===== src/rtl/pst_pkg.sv =====
package pst_pkg;

  // Source that drives the clamp switch command
  typedef enum logic [2:0] {
    CS_OFF   = 3'd0,
    CS_RSMP  = 3'd1,
    CS_AND   = 3'd2,
    CS_REG   = 3'd3,
    CS_PULSE = 3'd4
  } clamp_src_e;

  // Synchronised pin pair
  typedef struct packed {
    logic vsmp;
    logic rsmp;
  } pin_pair_t;

endpackage


===== src/rtl/pst_sync.sv =====
module pst_sync #(
  parameter int W      = 2,
  parameter int STAGES = 2
) (
  input  logic         clk,
  input  logic         rst,
  input  logic [W-1:0] d_async,
  output logic [W-1:0] q_sync
);

  logic [W-1:0] stage_q [STAGES];

  for (genvar s = 0; s < STAGES; s++) begin : g_stage
    if (s == 0) begin : g_first
      always_ff @(posedge clk) begin
        if (rst) stage_q[s] <= '0;
        else     stage_q[s] <= d_async;
      end
    end else begin : g_next
      always_ff @(posedge clk) begin
        if (rst) stage_q[s] <= '0;
        else     stage_q[s] <= stage_q[s-1];
      end
    end
  end

  assign q_sync = stage_q[STAGES-1];

endmodule


===== src/rtl/pst_edge_pulse.sv =====
module pst_edge_pulse #(
  parameter int DLY_W = 3
) (
  input  logic             clk,
  input  logic             rst,
  input  logic             en,
  input  logic             sig,
  input  logic             rise_sel,
  input  logic [DLY_W-1:0] delay,
  output logic             fire
);

  localparam logic [DLY_W-1:0] ONE = DLY_W'(1);

  logic             sig_q;
  logic             pend_q;
  logic [DLY_W-1:0] cnt_q;
  logic             hit;

  // Selected-polarity transition of the synchronised pin
  always_comb begin
    if (rise_sel) hit = en & sig & ~sig_q;
    else          hit = en & ~sig & sig_q;
  end

  // A fresh edge overrides any pending count (restart)
  always_comb begin
    if (hit) fire = (delay == '0);
    else     fire = en & pend_q & (cnt_q == ONE);
  end

  always_ff @(posedge clk) begin
    if (rst) begin
      sig_q  <= 1'b0;
      pend_q <= 1'b0;
      cnt_q  <= '0;
    end else begin
      sig_q <= sig;
      if (!en) begin
        pend_q <= 1'b0;
        cnt_q  <= '0;
      end else if (hit) begin
        pend_q <= (delay != '0);
        cnt_q  <= delay;
      end else if (pend_q) begin
        cnt_q <= cnt_q - ONE;
        if (cnt_q == ONE) pend_q <= 1'b0;
      end
    end
  end

endmodule


===== src/rtl/pst_clamp_sel.sv =====
module pst_clamp_sel
  import pst_pkg::*;
(
  input  logic legacy,
  input  logic clamp_en,
  input  logic autocycle,
  input  logic and_mode,
  input  logic force_bit,
  input  logic rsmp,
  input  logic vsmp,
  input  logic int_pulse,
  output logic close
);

  clamp_src_e src;

  // Priority: legacy, enable, auto-cycle, gating mode
  always_comb begin
    if (legacy)         src = CS_PULSE;
    else if (!clamp_en) src = CS_OFF;
    else if (autocycle) src = CS_REG;
    else if (and_mode)  src = CS_AND;
    else                src = CS_RSMP;
  end

  always_comb begin
    unique case (src)
      CS_PULSE: close = int_pulse;
      CS_REG:   close = force_bit;
      CS_AND:   close = rsmp & vsmp;
      CS_RSMP:  close = rsmp;
      default:  close = 1'b0;
    endcase
  end

endmodule


===== src/rtl/pix_sample_timing.sv =====
module pix_sample_timing
  import pst_pkg::*;
#(
  parameter int DLY_W       = 3,
  parameter int SYNC_STAGES = 2
) (
  input  logic             clk,
  input  logic             rst,
  input  logic             vsmp_pin,
  input  logic             rsmp_pin,
  input  logic             cfg_legacy,
  input  logic             cfg_det_en,
  input  logic             cfg_rise_sel,
  input  logic [DLY_W-1:0] cfg_delay,
  input  logic             cfg_clamp_en,
  input  logic             cfg_clamp_and,
  input  logic             cfg_autocycle,
  input  logic             cfg_clamp_force,
  output logic             sample_pulse,
  output logic             clamp_close
);

  localparam int PIN_W = $bits(pin_pair_t);

  pin_pair_t pins_async;
  pin_pair_t pins_s;
  logic      det_mode;
  logic      det_fire;
  logic      int_pulse;
  logic      clamp_nxt;

  assign pins_async.vsmp = vsmp_pin;
  assign pins_async.rsmp = rsmp_pin;
  assign det_mode        = cfg_legacy & cfg_det_en;

  pst_sync #(
    .W      (PIN_W),
    .STAGES (SYNC_STAGES)
  ) u_sync (
    .clk     (clk),
    .rst     (rst),
    .d_async (pins_async),
    .q_sync  (pins_s)
  );

  pst_edge_pulse #(
    .DLY_W (DLY_W)
  ) u_edge (
    .clk      (clk),
    .rst      (rst),
    .en       (det_mode),
    .sig      (pins_s.vsmp),
    .rise_sel (cfg_rise_sel),
    .delay    (cfg_delay),
    .fire     (det_fire)
  );

  assign int_pulse = det_mode ? det_fire : pins_s.vsmp;

  pst_clamp_sel u_clamp (
    .legacy    (cfg_legacy),
    .clamp_en  (cfg_clamp_en),
    .autocycle (cfg_autocycle),
    .and_mode  (cfg_clamp_and),
    .force_bit (cfg_clamp_force),
    .rsmp      (pins_s.rsmp),
    .vsmp      (pins_s.vsmp),
    .int_pulse (int_pulse),
    .close     (clamp_nxt)
  );

  always_ff @(posedge clk) begin
    if (rst) begin
      sample_pulse <= 1'b0;
      clamp_close  <= 1'b0;
    end else begin
      sample_pulse <= int_pulse;
      clamp_close  <= clamp_nxt;
    end
  end

endmodule


===== config.mk =====
export PLATFORM = sky130hd
export DESIGN_NAME = pix_sample_timing
export DESIGN_NICKNAME = d
export VERILOG_FILES = /design/src/rtl/pst_pkg.sv /design/src/rtl/pst_sync.sv /design/src/rtl/pst_edge_pulse.sv /design/src/rtl/pst_clamp_sel.sv /design/src/rtl/pix_sample_timing.sv
export SDC_FILE = /design/constraint.sdc
export NUM_CORES = 1
export LEC_CHECK = 0
export BUFFER_PORTS_ARGS = -buffer_cell sky130_fd_sc_hd__buf_4
export CAP_MARGIN = 20
export CELL_PAD_IN_SITES_DETAIL_PLACEMENT = 0
export CELL_PAD_IN_SITES_GLOBAL_PLACEMENT = 1
export CORE_UTILIZATION = 37
export DETAILED_ROUTE_END_ITERATION = 12
export HOLD_SLACK_MARGIN = 0.12
export PLACE_DENSITY_LB_ADDON = 0.05
export REMOVE_ABC_BUFFERS = 1
export SLEW_MARGIN = 20
export SYNTH_ARGS = -nofsm -noshare
export SYNTH_HDL_FRONTEND = slang
export SYNTH_SLANG_ARGS = --single-unit

===== constraint.sdc =====
create_clock -name clk -period 4 [get_ports clk]
set_input_delay 0.4 -clock clk [delete_from_list [all_inputs] [get_ports clk]]
set_output_delay 0.4 -clock clk [all_outputs]
set_load 0.01 [all_outputs]

==> impl_metrics.ini, run 1 <==
[sta]
unrepaired_setup_endpoints_after_global_routing = false
min_period_ns = 1.46
fmax_ghz = 0.686
maxSlewViolCount = 0
fin_skew_ns = 0.00318
finalHoldViolations = 0
setup_viol = 0
fin_crit_sh_pct = 36.4
fin_setup_tns_ns = 0
worst_slew_pin_slew_ns = 0.253
max-slew-margin-rel_pct = 83.1

[die]
floorplan.die.width_um = 39.2
die_outline_area_mm2 = 0.00154
dieHeight_um = 39.2
floorplan.core_area_mm2 = 0.00130
placement_rows = 13
floorplan.initialDensity_pct = 39.4
io-pin-count = 16

[yosys]
synth_top_area_share_pct = 42.9
ys_warn_count = 0
synth_sequential_area_ratio_pct = 42.9
synth-async-reset-ratio_pct = 0
number_of_enable_flip_flop_cells_after_synthesis = 0
synth.avg_cell_area_um2 = 9.33
syn_inst = 55
netlist.top_cell.by_area = sky130_fd_sc_hd__dfxtp_1
synthXorXnorAreaFrac_pct = 3.41
ys.flop_type = sky130_fd_sc_hd__dfxtp_1
synth_top_family_by_area = simple AND/OR/NAND/NOR gates
top_cells_by_area_synth = sky130_fd_sc_hd__dfxtp_1, sky130_fd_sc_hd__nor2b_1, sky130_fd_sc_hd__ha_1, sky130_fd_sc_hd__inv_1, sky130_fd_sc_hd__nand2_1
synth-compound-area-share_pct = 15.6
yosys-mux-area-fraction_pct = 3.90
synth_cell_type_count = 24
ys_ff_latch = 11
post_synth_instance_area_um2 = 513
synth_adder_area_share_pct = 4.88
share_of_synthesized_cell_area_in_and_or_nand_and_nor_gates_pct = 24.9

[min_path]
worst_hold_path_type = input port to flip-flop

[cts]
clock-sinks = 11
cts-root-to-sink-buffers = 2
holdBufCountCts = 0
worst_setup_hold_path_clk_slew_ns = 0.08
tritoncts_clock_tree = built
htree_levels = 1
post_cts.repair.setup_buffers = 0
insertion_delay_ns = 0.26
post_cts_resize_count = 0
cts-root-buf = sky130_fd_sc_hd__clkbuf_4
cts-buffers-inserted = 3

[critical_path]
reg2reg_setup_slack_ns = 2.54
cp_num_buf_inv = 0
cp.required_ns = 4.15
worst_endpoint_data_arrival_time_ns = 1.61
cpPeakStageDelay_ns = 0.43
critical_setup_path_class = flip-flop to flip-flop
critical-path-top-delay-family = compound AO/OA/AOI/OAI gates
cp_slowest_cell = sky130_fd_sc_hd__or3b_4
critical_path.max_fanout = 7
timing.critical_path.to_type = flip-flop
worstPathCellList = or3b_4, a21oi_4, o2bb2ai_1, o41ai_2
critical_path.startpoint_type = flip-flop

[placement]
globalplace.congestion = 0.598
detailed_place.area_um2 = 644
estimated_wirelength_of_the_detail_placed_design_um = 750
portBuffers = 15

[final_layout]
final_layout_size_suffix_gt1_share_pct = 29.7
layout_common_cells = sky130_fd_sc_hd__buf_4, sky130_fd_sc_hd__dfxtp_1, sky130_fd_sc_hd__inv_1, sky130_fd_sc_hd__nand2_1, sky130_fd_sc_hd__nor2b_1
layout.filler_cells = 134
layout_commonest_cell = sky130_fd_sc_hd__buf_4
areaGrowthSynthToFinish_pct = 31.0
final_std_cell_area_no_fill_um2 = 672
diodes = 0
design.final.nets = 91

[detailed_routing]
drt_pass1_iterations = 2
routed_wire_length_per_instance_um = 10.2
postRouteAntennaNets = 0
detailroute.via_count = 417
routed_via_density = 4.69
drcViolationCount = 0
drtIter0Drc = 3
drt-total-wl_um = 912

[grt]
grt_pass1_vias = 376
global_route_wire_length_before_repair_um = 1490
grt.total_usage_pct = 15.6
grt_max_degree = 9
globalRouteOverflowTotal = 0
grt_antenna_before_repair = 0

[power]
irDropWorstVdd_mv = 0.159
p_leak_nw = 0.280
pwr_density_cell_mw_per_mm2 = 318
total_power_mw = 0.214

[run_status]
outcome = complete, no violations

[run]
max_capacitance_violation_count = 0
-- cells in the mapped netlist (2+ instances only) --
library cell / count
sky130_fd_sc_hd__dfxtp_1: 11
sky130_fd_sc_hd__inv_1: 6
sky130_fd_sc_hd__nand2_1: 6
sky130_fd_sc_hd__nor2b_1: 5
sky130_fd_sc_hd__a21oi_1: 3
sky130_fd_sc_hd__nor2_1: 3
sky130_fd_sc_hd__ha_1: 2
sky130_fd_sc_hd__mux2i_1: 2
sky130_fd_sc_hd__nand3b_1: 2
-- logic make-up after synthesis --
family                   Yosys count
AO/OA/AOI/OAI                      9
XOR/XNOR                           2
adder cells (fa/ha/maj)            2
buffers and inverters              6
flip-flops                        11
multiplexers                       2
AND/OR/NAND/NOR                   23
-- path summary, 6_finish.rpt --
path | to | cells past startpoint | start
max reg2reg | clamp_close | 4 | u_sync.stage_q[1][1]
max | clamp_close | 4 | u_sync.stage_q[1][1]
min reg2reg | u_sync.stage_q[1][0] | 1 | u_sync.stage_q[0][0]
min | u_sync.stage_q[0][1] | 2 | vsmp_pin
-- registers in the layout (all words and copies together) (netlist names) --
signal,count
sample_pulse,1
clamp_close,1
u_sync.stage_q,4
u_edge.cnt_q,3
u_edge.sig_q,1
u_edge.pend_q,1
-- report_power, final --
part / switching, mW / internal [mW]
combinational: 0.0100 / 0.0143
clock: 0.0386 / 0.0369
sequential: 0.00129 / 0.113
total: 0.0499 / 0.164
-- layer usage --
layer,wire length [µm],share of wire (%),up-vias,global-route usage [%]
li1,-,-,221,-
met1,431,47,185,18.9
met2,433,47,11,24.2
met3,47,5.2,0,5.20
met4,0,0,0,7.76
met5,0,0,-,0
-- final cells by class --
cell class              count  area, µm²  area share (%)
repair buffers             15        113            16.8
multi-input cells          38        270            40.2
clock inverters             1       5.00           0.745
flip-flops and latches     11        220            32.8
inverters                   6       22.5            3.35
well taps                  15       18.8            2.79
clock buffers               3       22.5            3.35
-- per-stage QoR --
stage	utilization (%)	hold WS [ns]	cells	setup WS [ns]
detailed placement	49.5	0.427	85	2.43
floorplan	-	0.414	55	2.62
global placement	49.5	0.416	85	2.45
finish	51.6	0.339	89	2.54
CTS	51.6	0.338	89	2.54
global route	51.6	0.349	89	2.47
No activity file was read; power rests on OpenSTA's default activity.
==> run 2: changes to the inputs <==
ABC_AREA = 1   (was not set)
CORE_UTILIZATION = 30   (was 37)
clock period = 1.3 ns   (was 4 ns; I/O delays follow)
==> run 2 against run 1 <==
Compared with the run above: sequential power grew to 3.1 times the previous value; global-route usage is 3.1 points lower; core utilization is 3.7 points lower; largest power group unchanged; critical path type is now input port to flip-flop.
==> impl_metrics.ini, run 2 <==
[yosys]
synth_top_area_share_pct = 40.8
ys_warn_count = 0
synth_cell_type_count = 21
synth-async-reset-ratio_pct = 0
post_synth_instance_area_um2 = 539
number_of_enable_flip_flop_cells_after_synthesis = 0
netlist.top_cell.by_area = sky130_fd_sc_hd__dfxtp_1
synthMostInstantiatedCell = sky130_fd_sc_hd__inv_1
ys_ff_latch = 11
syn_inst = 73
top_cells_by_area_synth = sky130_fd_sc_hd__dfxtp_1, sky130_fd_sc_hd__inv_1, sky130_fd_sc_hd__nand2_1, sky130_fd_sc_hd__nor2_1, sky130_fd_sc_hd__a21oi_1
synth_sequential_area_ratio_pct = 40.8
synth.avg_cell_area_um2 = 7.39
yosys-top-cells-count = sky130_fd_sc_hd__inv_1, sky130_fd_sc_hd__nand2_1, sky130_fd_sc_hd__dfxtp_1
ys.flop_type = sky130_fd_sc_hd__dfxtp_1

[run_status]
outcome = complete, no violations

[final_layout]
layout_commonest_cell = sky130_fd_sc_hd__buf_4
area.sequential_um2 = 220
design.final.nets = 114
areaGrowthSynthToFinish_pct = 41.8
reg_top3 = u_sync.stage_q x4, u_edge.cnt_q x3
diodes = 0
multi_input_area_um2 = 256
layout.filler_cells = 168
final_layout_size_suffix_gt1_share_pct = 29.9
largest_register_by_flop_count = u_sync.stage_q
layout_common_cells = sky130_fd_sc_hd__buf_4, sky130_fd_sc_hd__inv_1, sky130_fd_sc_hd__nand2_1, sky130_fd_sc_hd__dfxtp_1, sky130_fd_sc_hd__nor2_1
largest_reg_flops = 4
final_std_cell_area_no_fill_um2 = 764

[placement]
detailed_place.area_um2 = 682
globalplace.congestion = 0.683
estimated_wirelength_of_the_detail_placed_design_um = 801
portBuffers = 15

[detailed_routing]
drcViolationCount = 0
drt-total-wl_um = 1010
drtIter0Drc = 0
routed_via_density = 4.07
detailroute.via_count = 493
routed_wire_length_per_instance_um = 8.34
drt_pass1_iterations = 1
postRouteAntennaNets = 0

[grt]
global_route_wire_length_before_repair_um = 1760
globalRouteOverflowTotal = 0
grt_max_degree = 10
grt_antenna_before_repair = 0
grt.total_usage_pct = 12.5
grt_pass1_vias = 477

[critical_path]
critical_path.startpoint_type = input port
cp_slowest_cell = sky130_fd_sc_hd__dlygate4sd3_1
cp_common_cell = sky130_fd_sc_hd__dlygate4sd3_1
cpPeakStageDelay_ns = 0.54
worstPathCellList = dlygate4sd3_1, buf_4, inv_1, nor2_1, dlygate4sd3_1
critical_path.max_fanout = 1
cp.required_ns = 1.45
timing.critical_path.to_type = flip-flop
worst_endpoint_data_arrival_time_ns = 1.40
critical_setup_path_class = input port to flip-flop

[cts]
post_cts.repair.setup_buffers = 0
worst_setup_hold_path_clk_slew_ns = 0.07
cts-root-to-sink-buffers = 2
cts-buffers-inserted = 3
clock-sinks = 11
insertion_delay_ns = 0.26
tritoncts_clock_tree = built
cts-root-buf = sky130_fd_sc_hd__clkbuf_4
htree_levels = 1

[power]
total_power_mw = 0.673
p_leak_nw = 0.350
irDropWorstVdd_mv = 0.499
pwr_density_cell_mw_per_mm2 = 880

[run]
max_capacitance_violation_count = 0

[sta]
fin_crit_sh_pct = 96.5
setup_viol = 0
fin_skew_ns = 0.00362
min_period_ns = 1.25
max-slew-margin-rel_pct = 86.0
maxSlewViolCount = 0
unrepaired_setup_endpoints_after_global_routing = false
fin_setup_tns_ns = 0
finalHoldViolations = 0
fmax_ghz = 0.797
worst_slew_pin_slew_ns = 0.209

[die]
io-pin-count = 16
floorplan.core_area_mm2 = 0.00159
floorplan.initialDensity_pct = 33.8
dieHeight_um = 44.4
die_outline_area_mm2 = 0.00197
placement_rows = 14
floorplan.die.width_um = 44.4

[min_path]
worst_hold_path_type = input port to flip-flop
[run 2: cell types whose count changed after synthesis, sizes merged, moves of 5 or more]
| cell | change |
|---|---|
| inv | +10 |
| o21ai | +7 |
| nand2 | +9 |
| nor2 | +5 |
| nor2b | -5 |
[run 2: logic make-up (layout without fill, tap and decap cells)]
group / count (synthesis) / in the layout / synth area share, %
and+or+nand+nor: 29 / 29 / 28.3
buffers and inverters: 17 / 41 / 12.1
AOI/OAI and AO/OA: 13 / 13 / 12.5
DFF: 11 / 11 / 40.8
adders and majority gates: 2 / 2 / 4.64
xor gates and xnor gates: 1 / 1 / 1.62
[run 2: critical path: cells and delay by family]
family / cells / cell delay (ns)
buffers and inverters: 4 / 1.25
AND/OR/NAND/NOR: 1 / 0.03
[run 2: path summary, 6_finish.rpt]
kind                          end            startpoint  slack, ns  depth (start not counted)
min               u_edge.cnt_q[0]          cfg_delay[0]       0.14                          3
max reg2reg       u_edge.cnt_q[2]       u_edge.cnt_q[0]       0.15                          7
min reg2reg  u_sync.stage_q[1][0]  u_sync.stage_q[0][0]       0.40                          2
max          u_sync.stage_q[0][0]              rsmp_pin       0.05                          5
[run 2: power breakdown]
| group | total [mW] | switching (mW) | internal, mW |
|---|---|---|---|
| combinational | 0.0949 | 0.0407 | 0.0542 |
| clock | 0.228 | 0.109 | 0.118 |
| sequential | 0.350 | 0.00353 | 0.347 |
[run 2: area by class of cell]
type | count | area share [%]
clock buffer | 4 | 3.44
sequential | 11 | 28.8
timing repair buffer | 20 | 21.8
inverter | 17 | 8.51
multi-input combinational | 45 | 33.6
tap | 24 | 3.93
[run 2: through the flow]
| step | utilization, % | instances | hold WS (ns) | worst slack [ns] |
|---|---|---|---|---|
| 2_1_floorplan | - | 73 | 0.201 | 0.256 |
| 3_3_place_gp | 42.8 | 112 | 0.329 | 0.185 |
| 3_5_place_dp | 42.8 | 112 | 0.337 | 0.175 |
| 4_1_cts | 47.6 | 121 | 0.138 | 0.0551 |
| 5_1_grt | 48.0 | 121 | 0.163 | 0.0140 |
| 6_report | 48.0 | 121 | 0.145 | 0.0459 |
[run 2: what timing repair did]
item	in CTS	in global routing
resized for setup	0	3
endpoints found under the setup margin	0	1
hold buffers	5	0
endpoints found under the hold margin	5	0
[run 2: routing by layer]
| layer | track usage, % | up-vias | routed length, µm |
|---|---|---|---|
| met5 | 0 | - | 0 |
| met4 | 9.09 | 0 | 8 |
| met1 | 14.2 | 205 | 498 |
| li1 | - | 274 | - |
| met2 | 20.6 | 12 | 449 |
| met3 | 2.45 | 2 | 52 |
==> run 3: changes to the inputs <==
CORE_UTILIZATION = 36   (was 30)
SYNTH_HIERARCHICAL = 1   (was not set)
clock period = 1.5 ns   (was 1.3 ns; I/O delays follow)
==> run 3 against run 2 <==
Compared with the run above: global-route usage is 5.5 points higher; final area is 18% higher; total power shrank 7.7%; clock power is 7% lower; highest routed layer unchanged.
==> impl_metrics.ini, run 3 <==
[yosys]
number_of_enable_flip_flop_cells_after_synthesis = 0
synth_cell_type_count = 18
top_cells_by_area_synth = sky130_fd_sc_hd__dfxtp_1, sky130_fd_sc_hd__inv_1, sky130_fd_sc_hd__nand2_1, sky130_fd_sc_hd__nor2_1, sky130_fd_sc_hd__nand3_1
synth-async-reset-ratio_pct = 0
ys.flop_type = sky130_fd_sc_hd__dfxtp_1
netlist.top_cell.by_area = sky130_fd_sc_hd__dfxtp_1
synth_sequential_area_ratio_pct = 36.4
ys_warn_count = 6
yosys-top-cells-count = sky130_fd_sc_hd__inv_1, sky130_fd_sc_hd__nand2_1, sky130_fd_sc_hd__dfxtp_1, sky130_fd_sc_hd__nor2_1, sky130_fd_sc_hd__nand3_1
ys_ff_latch = 11
post_synth_instance_area_um2 = 606
synth.avg_cell_area_um2 = 6.73
synth_top_area_share_pct = 36.4
syn_inst = 90

[cts]
worst_setup_hold_path_clk_slew_ns = 0.07
htree_levels = 1
cts-root-buf = sky130_fd_sc_hd__clkbuf_4
clock-sinks = 11
insertion_delay_ns = 0.27
tritoncts_clock_tree = built
cts-buffers-inserted = 3
cts-root-to-sink-buffers = 2

[final_layout]
areaGrowthSynthToFinish_pct = 48.6
largest_register_by_flop_count = u_sync/stage_q
reg_top3 = u_sync/stage_q x4, u_edge/cnt_q x3
largest_reg_flops = 4
final_std_cell_area_no_fill_um2 = 900
layout_commonest_cell = sky130_fd_sc_hd__buf_4
design.final.nets = 138
diodes = 0
postLayoutCoreUtil_pct = 58.4
layout_common_cells = sky130_fd_sc_hd__buf_4, sky130_fd_sc_hd__nand2_1, sky130_fd_sc_hd__inv_1, sky130_fd_sc_hd__nor2_1, sky130_fd_sc_hd__dfxtp_1
layout.cells.non_filler = 137
final_layout_size_suffix_gt1_share_pct = 36.4
layout.filler_cells = 160

[placement]
estimated_wirelength_of_the_detail_placed_design_um = 1020
globalplace.congestion = 0.831
portBuffers = 15
detailed_place.area_um2 = 783
dp.cells = 127
preCtsSetupSlack_ns = 0.0682

[grt]
grt_pass1_vias = 532
globalRouteOverflowTotal = 0
global_route_wire_length_before_repair_um = 2300
grt.total_usage_pct = 17.9
grt_antenna_before_repair = 0
grt_max_degree = 9

[sta]
max-slew-margin-rel_pct = 86.2
hold_ws_ns = 0.181
unrepaired_setup_endpoints_after_global_routing = false
worst_slew_pin_slew_ns = 0.207
maxSlewViolCount = 0
finalHoldViolations = 0
setup_viol = 0
fin_crit_sh_pct = 91.6
fmax_ghz = 0.728
fin_skew_ns = 0.00220
timing.final.ws_setup_ns = 0.126
min_period_ns = 1.37
fin_setup_tns_ns = 0

[detailed_routing]
postRouteAntennaNets = 0
drcViolationCount = 0
drt-total-wl_um = 1390
detailroute.via_count = 612
drtIter0Drc = 7
routed_via_density = 4.47
routed_wire_length_per_instance_um = 10.1
drt_pass1_iterations = 3

[power]
total_power_mw = 0.621
pwr_density_cell_mw_per_mm2 = 690
p_leak_nw = 0.469
irDropWorstVdd_mv = 0.448

[critical_path]
timing.critical_path.to_type = flip-flop
cp_num_buf_inv = 4
cp_slowest_cell = sky130_fd_sc_hd__dfxtp_4
critical_path.max_fanout = 5
cpPeakStageDelay_ns = 0.37
critical_path.startpoint_type = flip-flop
cp.required_ns = 1.68
worstPathCellList = inv_2, nand4_2, nand2_2, nand2_2, a21boi_2, inv_1, nand3_1, nand2_2, inv_1, nand2_1, nand2_1, inv_1, nor2_1
critical_setup_path_class = flip-flop to flip-flop
worst_endpoint_data_arrival_time_ns = 1.55
critical-path-top-delay-family = simple AND/OR/NAND/NOR gates

[die]
placement_rows = 14
floorplan.die.width_um = 43.0
die_outline_area_mm2 = 0.00185
io-pin-count = 16
floorplan.initialDensity_pct = 39.3
floorplan.core_area_mm2 = 0.00154
dieHeight_um = 43.0

[min_path]
worst_hold_path_type = input port to flip-flop

[run_status]
outcome = complete, no violations

[run]
max_capacitance_violation_count = 0
[run 3: cell types whose count changed after synthesis, moves of 3 or more]
cell,previous run,this run
sky130_fd_sc_hd__nand3_1,1,7
sky130_fd_sc_hd__o21ai_0,3,0
sky130_fd_sc_hd__nor2_1,7,11
sky130_fd_sc_hd__inv_1,14,20
sky130_fd_sc_hd__o21ai_1,4,0
sky130_fd_sc_hd__nand2_1,13,20
[run 3: layout make-up]
cell class	instances	area [µm²]	area share [%]
tap	16	20.0	2.23
sequential	11	226	25.2
clock buffer	4	26.3	2.92
multi-input combinational	57	329	36.6
timing repair buffer	27	215	23.9
inverter	22	82.6	9.18
[run 3: path summary, 6_finish.rpt]
path | from | to | slack, ns | depth (start not counted)
worst max-delay path | u_sync/stage_q[1][1] | clamp_close | 0.13 | 13
worst min-delay path | cfg_delay[0] | u_edge/cnt_q[0] | 0.18 | 3
worst max register to register | u_sync/stage_q[1][1] | clamp_close | 0.13 | 13
worst min register to register | u_sync/stage_q[0][1] | u_sync/stage_q[1][1] | 0.40 | 2
[run 3: metal layers]
| metal | vias up | GRT usage, % | part of all wire (%) |
|---|---|---|---|
| met5 | - | 0 | 0 |
| met4 | 0 | 12.7 | 2.3 |
| met3 | 4 | 6.81 | 4.0 |
| met2 | 13 | 24.2 | 44 |
| met1 | 259 | 23.0 | 49 |
| li1 | 336 | - | - |
[run 3: worst register-to-register path, stage by stage, from the launching register on]
cell,delay (ns)
sky130_fd_sc_hd__dfxtp_4,0.37
sky130_fd_sc_hd__inv_2,0.08
sky130_fd_sc_hd__nand4_2,0.11
sky130_fd_sc_hd__nand2_2,0.10
sky130_fd_sc_hd__nand2_2,0.06
sky130_fd_sc_hd__a21boi_2,0.15
sky130_fd_sc_hd__inv_1,0.06
sky130_fd_sc_hd__nand3_1,0.07
sky130_fd_sc_hd__nand2_2,0.08
sky130_fd_sc_hd__inv_1,0.04
sky130_fd_sc_hd__nand2_1,0.05
sky130_fd_sc_hd__nand2_1,0.05
sky130_fd_sc_hd__inv_1,0.04
sky130_fd_sc_hd__nor2_1,0.03
[run 3: cells by family (layout without fill, tap and decap cells)]
kind of cell	after synthesis	after routing	share of synthesized area (%)
AOI/OAI and AO/OA	5	5	5.17
xor gates and xnor gates	1	1	1.45
adders and majority gates	2	2	4.13
buffers and inverters	22	53	13.6
DFF	11	11	36.4
and+or+nand+nor	49	49	39.3
[run 3: power by group]
part	total, mW	leakage, nW	switching (mW)	internal (mW)
clock	0.212	0.0150	0.109	0.103
combinational	0.104	0.363	0.0464	0.0580
sequential	0.304	0.0916	0.00444	0.300
total	0.621	0.469	0.160	0.461
[run 3: repair_timing]
action | in CTS | in global routing
endpoints found under the setup margin | 0 | 1
gates resized for setup | 0 | 12
hold buffers | 5 | 0
hold endpoints to repair | 7 | 0
setup buffers | 0 | 1
